## src/rtl/sbr_pkg.sv

```systemverilog
package sbr_pkg;
  localparam int HOST_AW   = 19;
  localparam int MAX_OFF_W = 17;
  localparam int DATA_W    = 16;

  localparam logic [HOST_AW-1:0] ADR_RDCMD  = 19'h00028;
  localparam logic [HOST_AW-1:0] ADR_RDWORD = 19'h0002C;
  localparam logic [HOST_AW-1:0] ADR_WSTAT  = 19'h00030;

  typedef struct packed {
    logic [MAX_OFF_W-1:0] off;
    logic [DATA_W-1:0]    data;
  } wr_entry_t;

  function automatic int win_base(input int mode);
    return (mode == 2) ? 32'h20000 : 32'h8000;
  endfunction

  function automatic int win_off_w(input int mode);
    return (mode == 0) ? 12 : ((mode == 1) ? 14 : 17);
  endfunction
endpackage

```

## src/rtl/sbr_decode.sv

```systemverilog
module sbr_decode
  import sbr_pkg::*;
#(
  parameter int ADDR_MODE = 1
) (
  input  logic [HOST_AW-1:0]   addr,
  input  logic [31:0]          wdata,
  output logic                 hit_cmd,
  output logic                 hit_rdword,
  output logic                 hit_stat,
  output logic                 win_ok,
  output logic [MAX_OFF_W-1:0] win_off,
  output logic                 cmd_ok,
  output logic [MAX_OFF_W-1:0] cmd_off
);
  localparam int OFF_W = win_off_w(ADDR_MODE);
  localparam logic [HOST_AW:0] BASE_X = (HOST_AW+1)'(win_base(ADDR_MODE));
  localparam logic [HOST_AW:0] END_X  = BASE_X + ((HOST_AW+1)'(1) << OFF_W);

  function automatic logic off_valid(input logic [MAX_OFF_W-1:0] o);
    logic in_range;
    logic sel_ok;
    in_range = ((o >> OFF_W) == '0);
    if (ADDR_MODE == 0) sel_ok = 1'b1;
    else                sel_ok = (o[OFF_W-1 -: 2] != 2'b11);
    return in_range && sel_ok;
  endfunction

  logic [HOST_AW:0] addr_x;
  logic             in_win;

  always_comb begin
    addr_x     = {1'b0, addr};
    hit_cmd    = (addr == ADR_RDCMD);
    hit_rdword = (addr == ADR_RDWORD);
    hit_stat   = (addr == ADR_WSTAT);
    in_win     = (addr_x >= BASE_X) && (addr_x < END_X);
    win_off    = MAX_OFF_W'(addr_x - BASE_X);
    win_ok     = in_win && off_valid(win_off);
    cmd_off    = wdata[MAX_OFF_W-1:0];
    cmd_ok     = (wdata[31:MAX_OFF_W] == '0) && off_valid(cmd_off);
  end
endmodule

```

## src/rtl/sbr_wfifo.sv

```systemverilog
module sbr_wfifo #(
  parameter int W     = 33,
  parameter int DEPTH = 4,
  localparam int PW   = (DEPTH > 1) ? $clog2(DEPTH) : 1,
  localparam int CW   = $clog2(DEPTH + 1)
) (
  input  logic          clk,
  input  logic          rst_n,
  input  logic          push,
  input  logic [W-1:0]  din,
  input  logic          pop,
  output logic [W-1:0]  dout,
  output logic          full,
  output logic          empty,
  output logic [CW-1:0] count
);
  logic [W-1:0]  mem [DEPTH];
  logic [PW-1:0] wp, rp;
  logic [CW-1:0] cnt;

  function automatic logic [PW-1:0] nxt(input logic [PW-1:0] p);
    return (p == PW'(DEPTH - 1)) ? '0 : p + PW'(1);
  endfunction

  always_ff @(posedge clk or negedge rst_n) begin
    if (!rst_n) begin
      wp  <= '0;
      rp  <= '0;
      cnt <= '0;
    end else begin
      if (push) wp <= nxt(wp);
      if (pop)  rp <= nxt(rp);
      if (push && !pop)      cnt <= cnt + CW'(1);
      else if (pop && !push) cnt <= cnt - CW'(1);
    end
  end

  always_ff @(posedge clk) begin
    if (push) mem[wp] <= din;
  end

  assign dout  = mem[rp];
  assign full  = (cnt == CW'(DEPTH));
  assign empty = (cnt == '0);
  assign count = cnt;
endmodule

```

## src/rtl/sbr_engine.sv

```systemverilog
module sbr_engine
  import sbr_pkg::*;
#(
  parameter int ADDR_MODE = 1,
  parameter int CW        = 3
) (
  input  logic                 clk,
  input  logic                 rst_n,
  input  logic                 cmd_fire,
  input  logic [MAX_OFF_W-1:0] cmd_off,
  input  logic [CW-1:0]        fifo_count,
  input  logic                 fifo_empty,
  input  wr_entry_t            fifo_head,
  output logic                 fifo_pop,
  output logic                 slv_valid,
  input  logic                 slv_ready,
  output logic                 slv_write,
  output logic [MAX_OFF_W-1:0] slv_off,
  output logic [DATA_W-1:0]    slv_wdata,
  input  logic                 slv_rvalid,
  input  logic [DATA_W-1:0]    slv_rdata,
  output logic                 busy,
  output logic                 rd_out,
  output logic [31:0]          rd_word
);
  logic                 rd_pend;
  logic [CW-1:0]        ahead;
  logic [MAX_OFF_W-1:0] rd_off;
  logic [DATA_W-1:0]    rd_val;
  logic [14:0]          echo_q;
  logic [14:0]          echo_new;
  logic                 issue_rd;
  logic                 wr_ok;

  generate
    if (ADDR_MODE == 0) begin : g_echo_narrow
      assign echo_new = rd_off[14:0];
    end else begin : g_echo_wide
      assign echo_new = rd_off[16:2];
    end
  endgenerate

  always_comb begin
    issue_rd  = rd_pend && (ahead == '0) && !rd_out;
    wr_ok     = !fifo_empty && !(rd_pend && (ahead == '0));
    slv_valid = issue_rd || wr_ok;
    slv_write = !issue_rd;
    slv_off   = issue_rd ? rd_off : fifo_head.off;
    slv_wdata = fifo_head.data;
    fifo_pop  = wr_ok && slv_ready;
  end

  always_ff @(posedge clk or negedge rst_n) begin
    if (!rst_n) begin
      rd_pend <= 1'b0;
      rd_out  <= 1'b0;
      ahead   <= '0;
      rd_off  <= '0;
      rd_val  <= '0;
      echo_q  <= '0;
    end else begin
      if (cmd_fire) begin
        rd_pend <= 1'b1;
        rd_off  <= cmd_off;
        ahead   <= fifo_count - CW'(fifo_pop);
      end else if (rd_pend && fifo_pop) begin
        ahead <= ahead - CW'(1);
      end
      if (issue_rd && slv_ready) rd_out <= 1'b1;
      if (rd_out && slv_rvalid) begin
        rd_out  <= 1'b0;
        rd_pend <= 1'b0;
        rd_val  <= slv_rdata;
        echo_q  <= echo_new;
      end
    end
  end

  assign busy    = rd_pend;
  assign rd_word = {rd_pend, echo_q, rd_val};
endmodule

```

## src/rtl/sbr_bridge.sv

```systemverilog
module sbr_bridge
  import sbr_pkg::*;
#(
  parameter int ADDR_MODE  = 1,
  parameter int FIFO_DEPTH = 4
) (
  input  logic                 clk,
  input  logic                 rst_n,
  input  logic                 req_valid,
  output logic                 req_ready,
  input  logic                 req_write,
  input  logic [HOST_AW-1:0]   req_addr,
  input  logic [31:0]          req_wdata,
  output logic                 rsp_valid,
  input  logic                 rsp_ready,
  output logic [31:0]          rsp_data,
  output logic                 slv_valid,
  input  logic                 slv_ready,
  output logic                 slv_write,
  output logic [1:0]           slv_sel,
  output logic [MAX_OFF_W-1:0] slv_addr,
  output logic [DATA_W-1:0]    slv_wdata,
  input  logic                 slv_rvalid,
  input  logic [DATA_W-1:0]    slv_rdata
);
  localparam int OFF_W = win_off_w(ADDR_MODE);
  localparam int CW    = $clog2(FIFO_DEPTH + 1);

  logic                 hit_cmd, hit_rdword, hit_stat, win_ok, cmd_ok;
  logic [MAX_OFF_W-1:0] win_off, cmd_off, eng_off;
  logic                 take, wr_take, rd_take;
  logic                 fifo_push, fifo_pop, fifo_full, fifo_empty;
  logic [CW-1:0]        fifo_cnt;
  wr_entry_t            fifo_in, fifo_head;
  logic                 cmd_fire, busy, rd_out;
  logic [31:0]          rd_word;
  logic                 ovf_q, rsp_v_q;
  logic [31:0]          rsp_q, rd_mux;

  sbr_decode #(.ADDR_MODE(ADDR_MODE)) u_dec (
    .addr(req_addr), .wdata(req_wdata),
    .hit_cmd(hit_cmd), .hit_rdword(hit_rdword), .hit_stat(hit_stat),
    .win_ok(win_ok), .win_off(win_off), .cmd_ok(cmd_ok), .cmd_off(cmd_off)
  );

  assign req_ready = !rsp_v_q;
  assign take      = req_valid && req_ready;
  assign wr_take   = take && req_write;
  assign rd_take   = take && !req_write;
  assign fifo_push = wr_take && win_ok && !fifo_full;
  assign cmd_fire  = wr_take && hit_cmd && cmd_ok && !busy;

  always_comb begin
    fifo_in      = '0;
    fifo_in.off  = win_off;
    fifo_in.data = req_wdata[DATA_W-1:0];
  end

  sbr_wfifo #(.W($bits(wr_entry_t)), .DEPTH(FIFO_DEPTH)) u_fifo (
    .clk(clk), .rst_n(rst_n),
    .push(fifo_push), .din(fifo_in),
    .pop(fifo_pop), .dout(fifo_head),
    .full(fifo_full), .empty(fifo_empty), .count(fifo_cnt)
  );

  sbr_engine #(.ADDR_MODE(ADDR_MODE), .CW(CW)) u_eng (
    .clk(clk), .rst_n(rst_n),
    .cmd_fire(cmd_fire), .cmd_off(cmd_off),
    .fifo_count(fifo_cnt), .fifo_empty(fifo_empty), .fifo_head(fifo_head),
    .fifo_pop(fifo_pop),
    .slv_valid(slv_valid), .slv_ready(slv_ready), .slv_write(slv_write),
    .slv_off(eng_off), .slv_wdata(slv_wdata),
    .slv_rvalid(slv_rvalid), .slv_rdata(slv_rdata),
    .busy(busy), .rd_out(rd_out), .rd_word(rd_word)
  );

  assign slv_addr = eng_off;
  generate
    if (ADDR_MODE == 0) begin : g_single_slave
      assign slv_sel = 2'b00;
    end else begin : g_multi_slave
      assign slv_sel = eng_off[OFF_W-1 -: 2];
    end
  endgenerate

  always_comb begin
    if (hit_rdword)    rd_mux = rd_word;
    else if (hit_stat) rd_mux = {20'b0, fifo_full, fifo_empty, 9'b0, ovf_q};
    else               rd_mux = '0;
  end

  always_ff @(posedge clk or negedge rst_n) begin
    if (!rst_n) begin
      ovf_q   <= 1'b0;
      rsp_v_q <= 1'b0;
      rsp_q   <= '0;
    end else begin
      if (wr_take && win_ok && fifo_full) ovf_q <= 1'b1;
      if (rd_take) begin
        rsp_v_q <= 1'b1;
        rsp_q   <= rd_mux;
      end else if (rsp_ready) begin
        rsp_v_q <= 1'b0;
      end
    end
  end

  assign rsp_valid = rsp_v_q;
  assign rsp_data  = rsp_q;
endmodule

```

## config.mk

```make
export PLATFORM = sky130hd
export DESIGN_NAME = sbr_bridge
export DESIGN_NICKNAME = d
export VERILOG_FILES = /design/src/rtl/sbr_pkg.sv /design/src/rtl/sbr_decode.sv /design/src/rtl/sbr_wfifo.sv /design/src/rtl/sbr_engine.sv /design/src/rtl/sbr_bridge.sv
export SDC_FILE = /design/constraint.sdc
export NUM_CORES = 1
export LEC_CHECK = 0
export BUFFER_PORTS_ARGS = -buffer_cell sky130_fd_sc_hd__buf_2
export CORE_UTILIZATION = 30
export DETAILED_ROUTE_END_ITERATION = 10
export MAX_ROUTING_LAYER = met4
export PLACE_DENSITY = 0.54
export SYNTH_ARGS = -nofsm -noshare
export SYNTH_HDL_FRONTEND = slang
export SYNTH_SLANG_ARGS = --single-unit
```

## constraint.sdc

```tcl
create_clock -name clk -period 3.15 [get_ports clk]
set_input_delay 0.63 -clock clk [delete_from_list [all_inputs] [get_ports clk]]
set_output_delay 0.63 -clock clk [all_outputs]
set_load 0.02 [all_outputs]
```

After elaboration in Yosys (flattened, before gate mapping) --
Memories as Yosys holds them, arrays and structs flattened. Index checks and enable logic that the tools add are counted.
Word-level totals: bits in registers 94, RAM bits 132, bits of input ports 74, output and inout bits 71, word-level logic and storage cells 91, memories kept 1
Memories:
- u_fifo.mem | words 4, bits a word 33, rd ports 1, clocked after Yosys merged registers in 0, write ports 1, RTL line sbr_wfifo.sv:17 | logic [W-1:0] mem [DEPTH];
Cells by class: add/subtract/negate cells 7, $lt $le $gt $ge 2, eq/ne operators 8, muxes and demuxes 17, reductions and logical operators 44
Operators with widths (number):
- == test 19 x 6 -> 1 bit, second input constant | 3
- logical NOT 17 bit | 2
- 2-to-1 mux 32 bit | 1
- logical AND 1 bit | 23
- >= comparator 19 x 16 -> 1 bit, second input constant | 1
- < comparator 19 x 16 -> 1 bit, second input constant | 1
- 2-to-1 mux 17 bit | 1
- subtractor 17 x 16 -> 17 bit, second input constant | 1
- logical NOT 15 bit | 1
- 2-to-1 mux 12 bit | 1
- 2-to-1 mux 3 bit | 4
- logical NOT 1 bit | 10
- nonzero test 2 bit | 5
- 2-to-1 mux 1 bit | 8
- logical NOT 3 bit | 2
- subtractor 3 x 1 -> 3 bit, second input constant | 2
- adder 2 x 1 -> 2 bit, second input constant | 2
- == test 2 bit, second input constant | 2
- 2-to-1 mux 2 bit | 2
- != test 2 bit, second input constant | 2
- adder 3 x 1 -> 3 bit, second input constant | 1
- == test 3 bit, second input constant | 1
- subtractor 3 x 1 -> 3 bit | 1
- logical OR 1 bit | 1

Longest topological paths before layout --
Gate-level depths: netlist of the first run.
depth in word-level cells 10, depth in mapped cells 11, depth with buffers taken out 11

Hierarchy --
Synthesis of the first run repeated with hierarchy kept, for this count alone.
Unflattened totals: cells, all modules 601, area, all modules 9746.8 µm²
By module, submodules not included:
- sbr_wfifo | instances 1, cells each 210, area an instance 5228.8 µm², seq. area each 4139.0 µm²
- sbr_engine | instances 1, cells each 176, area an instance 2621.3 µm², seq. area each 1326.3 µm²
- sbr_bridge | instances 1, cells each 154, area an instance 1493.9 µm², seq. area each 850.8 µm²
- sbr_decode | instances 1, cells each 61, area an instance 402.9 µm², seq. area each 0.0 µm²

Worst setup path before layout of the first run --
OpenSTA, ideal clock, no wires.
path kind input port to flip-flop, start point input port req_addr[15], end point memory u_fifo.mem[3][0], enable pin, library setup time 0.393 ns, arrival 2.374 ns, required time 2.757 ns, slack 0.383 ns, cell stages on the path 6, buffers on the path 0, path through inv_1 ha_1 and3b_1 nand4_1 nor3_4 and2_1
Between the ends: longest elaborated chain between the ends 8, elaborated cells between the ends (all ways) 11, classes of those cells add/sub (1); order compare (2); mux (2); reduce/logical (6)
RTL lines:
- from (decl) | RTL line sbr_bridge.sv:12 | input logic [HOST_AW-1:0] req_addr,
- subtractor 17 x 16 -> 17 bit | RTL line sbr_decode.sv:38 | win_off = MAX_OFF_W'(addr_x - BASE_X);
- logical NOT 17 bit | RTL line sbr_decode.sv:23 | in_range = ((o >> OFF_W) == '0);
- logical AND 1 bit | RTL line sbr_decode.sv:26 | return in_range && sel_ok;
- logical AND 1 bit (*) | RTL line sbr_decode.sv:39 | win_ok = in_win && off_valid(win_off);
- logical AND 1 bit (*) (2 in a row) | RTL line sbr_bridge.sv:50 | assign fifo_push = wr_take && win_ok && !fifo_full;
- named net fifo_push | RTL line sbr_bridge.sv:32 | logic fifo_push, fifo_pop, fifo_full, fifo_empty;
- 2-to-1 mux 1 bit (*) | RTL line sbr_wfifo.sv:39 | if (push) mem[wp] <= din;
- 2-to-1 mux 1 bit (implied by the code) (*) | RTL line sbr_wfifo.sv:39
- to (decl) | RTL line sbr_wfifo.sv:17
Mark *: on every way through the listed nets, which the timed path passes. The rest lies on a longest branch.

Worst setup path after layout of the first run --
start point register u_eng.ahead[0], end point output port slv_addr[13]
Between the ends: longest elaborated chain between the ends 4
RTL lines:
- from (decl) | RTL line sbr_engine.sv:27 | logic [CW-1:0] ahead;
- from (signal assigned) | RTL line sbr_engine.sv:65 | ahead <= fifo_count - CW'(fifo_pop);
- from (signal assigned) | RTL line sbr_engine.sv:67 | ahead <= ahead - CW'(1);
- logical NOT 3 bit | RTL line sbr_engine.sv:44 | issue_rd = rd_pend && (ahead == '0) && !rd_out;
- logical AND 1 bit (2 in a row) | RTL line sbr_engine.sv:44
- 2-to-1 mux 17 bit | RTL line sbr_engine.sv:48 | slv_off = issue_rd ? rd_off : fifo_head.off;
- to (decl) | RTL line sbr_bridge.sv:21 | output logic [MAX_OFF_W-1:0] slv_addr,
Every way passes these cells.

==> results of run 1 <==
final cells by class:
type	instances	area [µm²]
timing repair buffer	167	900
inverter	16	60.1
tap	390	488
clock buffer	39	728
sequential	226	6320
multi-input combinational	217	2510
fill	2779	18500
clock inverter	7	92.6
state kept, by name, summed over array words and instances (netlist names), 2 cells and up:
| name | cells |
|---|---|
| u_eng.echo_q | 15 |
| u_fifo.rp | 2 |
| u_eng.rd_off | 17 |
| u_eng.ahead | 3 |
| u_fifo.wp | 2 |
| u_fifo.mem | 132 |
| u_fifo.count | 3 |
| u_eng.rd_val | 16 |
| rsp_data | 32 |
power groups by stage:
stage | Combinational (mW) | Sequential [mW] | Clock, mW
floorplan | 1.18 | 3.30 | 0
global placement | 1.68 | 3.36 | 0
detailed placement | 1.68 | 3.37 | 0
CTS | 1.69 | 3.31 | 2.96
global route | 1.78 | 3.32 | 3.07
finish | 1.64 | 3.31 | 2.87
final timing paths:
check,startpoint,to,slack (ns),cells past startpoint
setup / recovery,u_eng.ahead[0],slv_addr[13],0.16,7
hold / removal,rst_n,u_eng.rd_val[3],0.15,1
setup reg to reg,rsp_valid,u_fifo.count[2],0.88,9
hold reg to reg,ovf_q,ovf_q,0.47,1
max in group asynchronous,rst_n,u_eng.rd_val[7],2.21,2
min in group clk,rsp_ready,rsp_valid,0.31,2
per-stage QoR:
| stage | hold WS [ns] | worst slack [ns] |
|---|---|---|
| after floorplan | 0.334 | 0.383 |
| after global placement | 0.455 | 0.286 |
| after detailed placement | 0.463 | 0.227 |
| after CTS | 0.145 | 0.0741 |
| after global routing | 0.182 | 0.0337 |
| final | 0.145 | 0.159 |
cells by family after synthesis:
kind of cell	synth area share
adders and majority gates	0.0175
buffers and inverters	0.0199
xor gates and xnor gates	0.00584
DFF	0.702
and+or+nand+nor	0.0437
AOI/OAI and AO/OA	0.0371
muxes	0.174
layout by cell type (no fill, tap or decap), types with 7 or more instances in the layout:
cell type,netlist,final
inv_1,16,16
clkbuf_1,4,9
edfxtp_1,132,132
dfrtp_1,94,92
nor2b_1,7,7
mux2_4,10,10
ha_1,11,11
buf_4,3,23
a22o_1,29,29
mux4_2,33,33
clkbuf_16,0,25
mux2_2,51,51
buf_2,8,143
layer usage:
layer / routed length [µm] / share of wire / vias up
met2: 10600 / 0.50 / 123
met4: 327 / 0.015 / 0
met1: 9390 / 0.44 / 2533
met5: 0 / 0 / -
met3: 890 / 0.042 / 26
li1: - / - / 2231
worst reg2reg max path, cell delays in order (launching register included):
cell	delay [ns]
dfrtp_1	0.40
and3b_1	0.32
nand4_1	0.21
nor3_4	0.19
ha_1	0.21
inv_1	0.06
fa_1	0.37
xor2_1	0.17
nor2_1	0.12
xor2_1	0.15
==> impl_metrics.py, run 1 <==
metrics = {
    "status": {
        "outcome": "finished clean",
    },
    "clock_network": {
        "cts_sinks": 226,
        "cts.root.buffer_cell": "clkbuf_16",
        "cts_tree": "yes",
        "cts_max_level": 1,
        "path_clk_slew_ns": 0.06,
        "ctsHoldBuffers": 0,
        "cts_buffers": 25,
        "cts_setup_buffers": 0,
        "clk_path_buf_depth": 3,
        "cts_resized": 0,
        "clock_latency_ns": 0.52,
    },
    "timing": {
        "worst_pin_slew_ns": 0.654,
        "clock.fmax_ghz": 0.334,
        "tns_ns": 0,
        "fin_skew_ns": 0.0112,
        "fin_crit_ns": 2.99,
        "rsz0062_at_grt": "false",
        "setup_viol": 0,
        "relSlewSlack": 0.563,
        "fin_crit_sh": 0.950,
        "finalMaxSlewViolations": 0,
        "report.final.hold_viol_count": 0,
    },
    "synth": {
        "ys_seq_area_frac": 0.702,
        "yosysMostFrequentCell": "edfxtp_1",
        "ys_ff_latch": 226,
        "syn_inst": 481,
        "synth_ff_type": "edfxtp_1",
        "ys_warn_count": 0,
        "synth.avg_cell_area_um2": 18.7,
        "synth_top_cell_area_share": 0.441,
        "synth-edff-count": 132,
        "synth_commonest_cells": "edfxtp_1, dfrtp_1, mux2_2",
        "synth_cell_type_count": 43,
        "netlist_area_um2": 9000,
        "synth_area_leaders": "edfxtp_1, dfrtp_1, mux4_2, mux2_2, a22o_1",
        "synth_largest_area_cell": "edfxtp_1",
        "synthArstFlopShare": 0.416,
        "syn_nets": 567,
    },
    "power": {
        "internal-power_mw": 5.69,
        "combinationalPowerShare": 0.209,
        "pwr-share-clk": 0.367,
        "ir_worst_vdd_uv": 315,
        "power_density_nw_per_um2": 704,
        "p_switching_mw": 2.13,
        "p_leak_nw": 4.58,
        "swShare": 0.272,
        "p_seq_frac": 0.423,
        "p_total_mw": 7.82,
    },
    "placed_design": {
        "dpl.hpwl_um": 14800,
        "gp_congestion": 0.758,
        "placed_area_um2": 10300,
        "dp.cells": 1016,
        "port_buffers": 144,
    },
    "global_routing": {
        "grt_max_degree": 49,
        "grt-ovfl-total": 0,
        "grt_pass1_vias": 5223,
        "busiest_layer": "met2",
        "grtUsageMet2": 0.239,
        "grt_util_met1": 0.183,
        "use_met3": 0.0220,
        "antenna_found_initial": 0,
        "grt_pass1_wl_um": 32200,
        "track_usage": 0.143,
    },
    "finish": {
        "area.growth.synth_to_final_pct": 23.4,
        "num_antenna_cells": 0,
        "nets": 739,
        "utilization": 0.376,
        "layout.cells.non_filler": 1062,
        "drive_gt1_frac": 0.463,
        "fin_area_um2": 11100,
    },
    "floorplan": {
        "die_y_um": 175,
        "core-area_um2": 29600,
        "start_util": 0.304,
        "io_pins": 145,
        "die_width_um": 175,
        "die-area_um2": 30700,
        "fp-row-count": 63,
    },
    "setup_path": {
        "slowest_delay_ns": 0.40,
        "arrival_ns": 2.36,
        "path_class": "reg -> out",
        "end_kind": "primary output",
        "cp.required_ns": 2.52,
        "critPathTopFamily": "buffers and inverters",
        "worst-path-buf-inv": 3,
        "startpoint_type": "flip-flop",
        "cp_slowest_cell": "mux2_2",
        "path_cells": "inv_1 > ha_1 > nand3b_1 > nor2_2 > buf_6 > mux2_2 > buf_2",
        "crit_fanout": 17,
    },
    "flow_run": {
        "maxCapViolCount": 0,
    },
    "detailed_routing": {
        "via_per_inst": 4.63,
        "wl_per_cell_um": 20.0,
        "drt_iter0_drc": 175,
        "ant_nets": 0,
        "vias": 4913,
        "wl_um": 21300,
        "firstDrtPassIters": 4,
        "drc": 0,
    },
    "worst_hold_path": {
        "hold_path_class": "in -> async",
    },
}
Power figures use the tool's default switching activity.
==> run 2: changes to the inputs <==
--- a/config.mk
+++ b/config.mk
@@ -6,6 +6,7 @@
 export NUM_CORES = 1
 export LEC_CHECK = 0
 export BUFFER_PORTS_ARGS = -buffer_cell sky130_fd_sc_hd__buf_2
+export CORE_ASPECT_RATIO = 0.8
 export CORE_UTILIZATION = 30
 export DETAILED_ROUTE_END_ITERATION = 10
 export MAX_ROUTING_LAYER = met4
==> impl_metrics.py, run 2 (same netlist as run 1, synthesis figures left out) <==
metrics = {
    "setup_path": {
        "r2r-start": "rsp_valid",
        "cp.required_ns": 2.52,
        "end_kind": "primary output",
        "startpoint_type": "flip-flop",
        "crit_fanout": 17,
        "reg2reg_to": "u_fifo.count[2]",
        "reg2reg_depth": 9,
        "arrival_ns": 2.34,
        "path_class": "reg -> out",
        "reg2reg_setup_slack_ns": 0.83,
    },
    "status": {
        "outcome": "finished clean",
    },
    "timing": {
        "fin_crit_ns": 2.97,
        "relSlewSlack": 0.543,
        "report.final.hold_viol_count": 0,
        "clock.fmax_ghz": 0.337,
        "rsz0062_at_grt": "false",
        "tns_ns": 0,
        "worst_pin_slew_ns": 0.685,
        "fin_crit_sh": 0.942,
        "finalMaxSlewViolations": 0,
        "fin_skew_ns": 0.0121,
        "setup_viol": 0,
    },
    "clock_network": {
        "ctsHoldBuffers": 0,
        "clock_latency_ns": 0.52,
        "cts_max_level": 1,
        "cts_setup_buffers": 0,
        "cts_buffers": 26,
        "cts.root.buffer_cell": "clkbuf_16",
        "cts_resized": 0,
        "clk_path_buf_depth": 3,
        "cts_sinks": 226,
        "cts_tree": "yes",
        "path_clk_slew_ns": 0.06,
    },
    "power": {
        "p_leak_nw": 4.58,
        "ir_worst_vdd_uv": 473,
        "power_density_nw_per_um2": 704,
    },
    "placed_design": {
        "port_buffers": 144,
        "gp_congestion": 0.738,
        "placed_area_um2": 10300,
        "dpl.hpwl_um": 14500,
    },
    "global_routing": {
        "grt_pass1_vias": 5316,
        "grt_pass1_wl_um": 32900,
        "grt-ovfl-total": 0,
        "antenna_found_initial": 0,
        "track_usage": 0.148,
        "grt_max_degree": 51,
    },
    "floorplan": {
        "start_util": 0.306,
        "die-area_um2": 30700,
        "die_y_um": 157,
        "core-area_um2": 29400,
        "die_width_um": 196,
        "fp-row-count": 56,
        "io_pins": 145,
    },
    "finish": {
        "nets": 735,
        "drive_gt1_frac": 0.462,
        "final_common_cell": "buf_2",
        "largest_reg_flops": 132,
        "fillers": 2741,
        "final_cell_mix": "buf_2, edfxtp_1, dfrtp_1",
        "top_register": "u_fifo.mem",
        "fin_area_um2": 11100,
        "area.growth.synth_to_final_pct": 23.5,
        "utilization": 0.378,
        "num_antenna_cells": 0,
    },
    "detailed_routing": {
        "firstDrtPassIters": 4,
        "wl_um": 21800,
        "via_per_inst": 4.80,
        "ant_nets": 0,
        "drc": 0,
        "vias": 5018,
        "wl_per_cell_um": 20.9,
        "drt_iter0_drc": 293,
    },
    "worst_hold_path": {
        "hold_path_class": "in -> async",
    },
    "flow_run": {
        "maxCapViolCount": 0,
    },
}
[run 2: per-layer routing]
layer	vias up	part of all wire	routed length, µm	GRT usage
li1	2225	-	-	-
met1	2598	0.45	9850	0.195
met2	147	0.47	10200	0.232
met3	48	0.052	1130	0.0266
met4	0	0.030	646	0.0465
met5	-	0	0	-
[run 2: critical path: stages (launching register included)]
cell and delay [ns]:
dfrtp_1 0.38, inv_1 0.09, ha_1 0.17, nand3b_1 0.15, nor2_2 0.16, buf_4 0.29
mux2_2 0.40, buf_2 0.17
[run 2: final cells by class]
cell class / instances / area [µm²] / share of cell area
clock buffers: 35 / 736 / 0.0662
clock inverters: 13 / 77.6 / 0.00698
well taps: 377 / 472 / 0.0425
repair buffers: 162 / 933 / 0.0840
flip-flops and latches: 226 / 6320 / 0.569
inverters: 16 / 60.1 / 0.00541
multi-input cells: 217 / 2510 / 0.226
[run 2: worst max-delay path by stage]
stage | depth (start not counted) | startpoint | endpoint
after global routing | 7 | u_eng.ahead[0] | slv_addr[5]
after detailed placement | 10 | req_addr[6] | u_fifo.count[2]
after CTS | 4 | u_fifo.rp[0] | slv_addr[0]
after floorplan | 6 | req_addr[15] | u_fifo.mem[3][0]
final | 7 | u_eng.ahead[0] | slv_addr[1]
after global placement | 10 | req_addr[0] | u_fifo.count[2]
[run 2: power by group]
part | total, mW | internal (mW) | switching, mW
sequential | 3.25 | 3.20 | 0.0507
combinational | 1.75 | 0.745 | 1.00
clock | 2.83 | 1.64 | 1.18
total | 7.82 | 5.58 | 2.24
[run 2: metrics by stage]
stage	hold slack, ns	power (mW)	worst slack [ns]	cells
6_report	0.148	7.82	0.182	1046
3_3_place_gp	0.471	5.09	0.284	998
5_1_grt	0.182	8.18	0.0653	1046
3_5_place_dp	0.477	5.11	0.228	998
4_1_cts	0.164	7.98	0.131	1046
2_1_floorplan	0.334	4.48	0.383	481
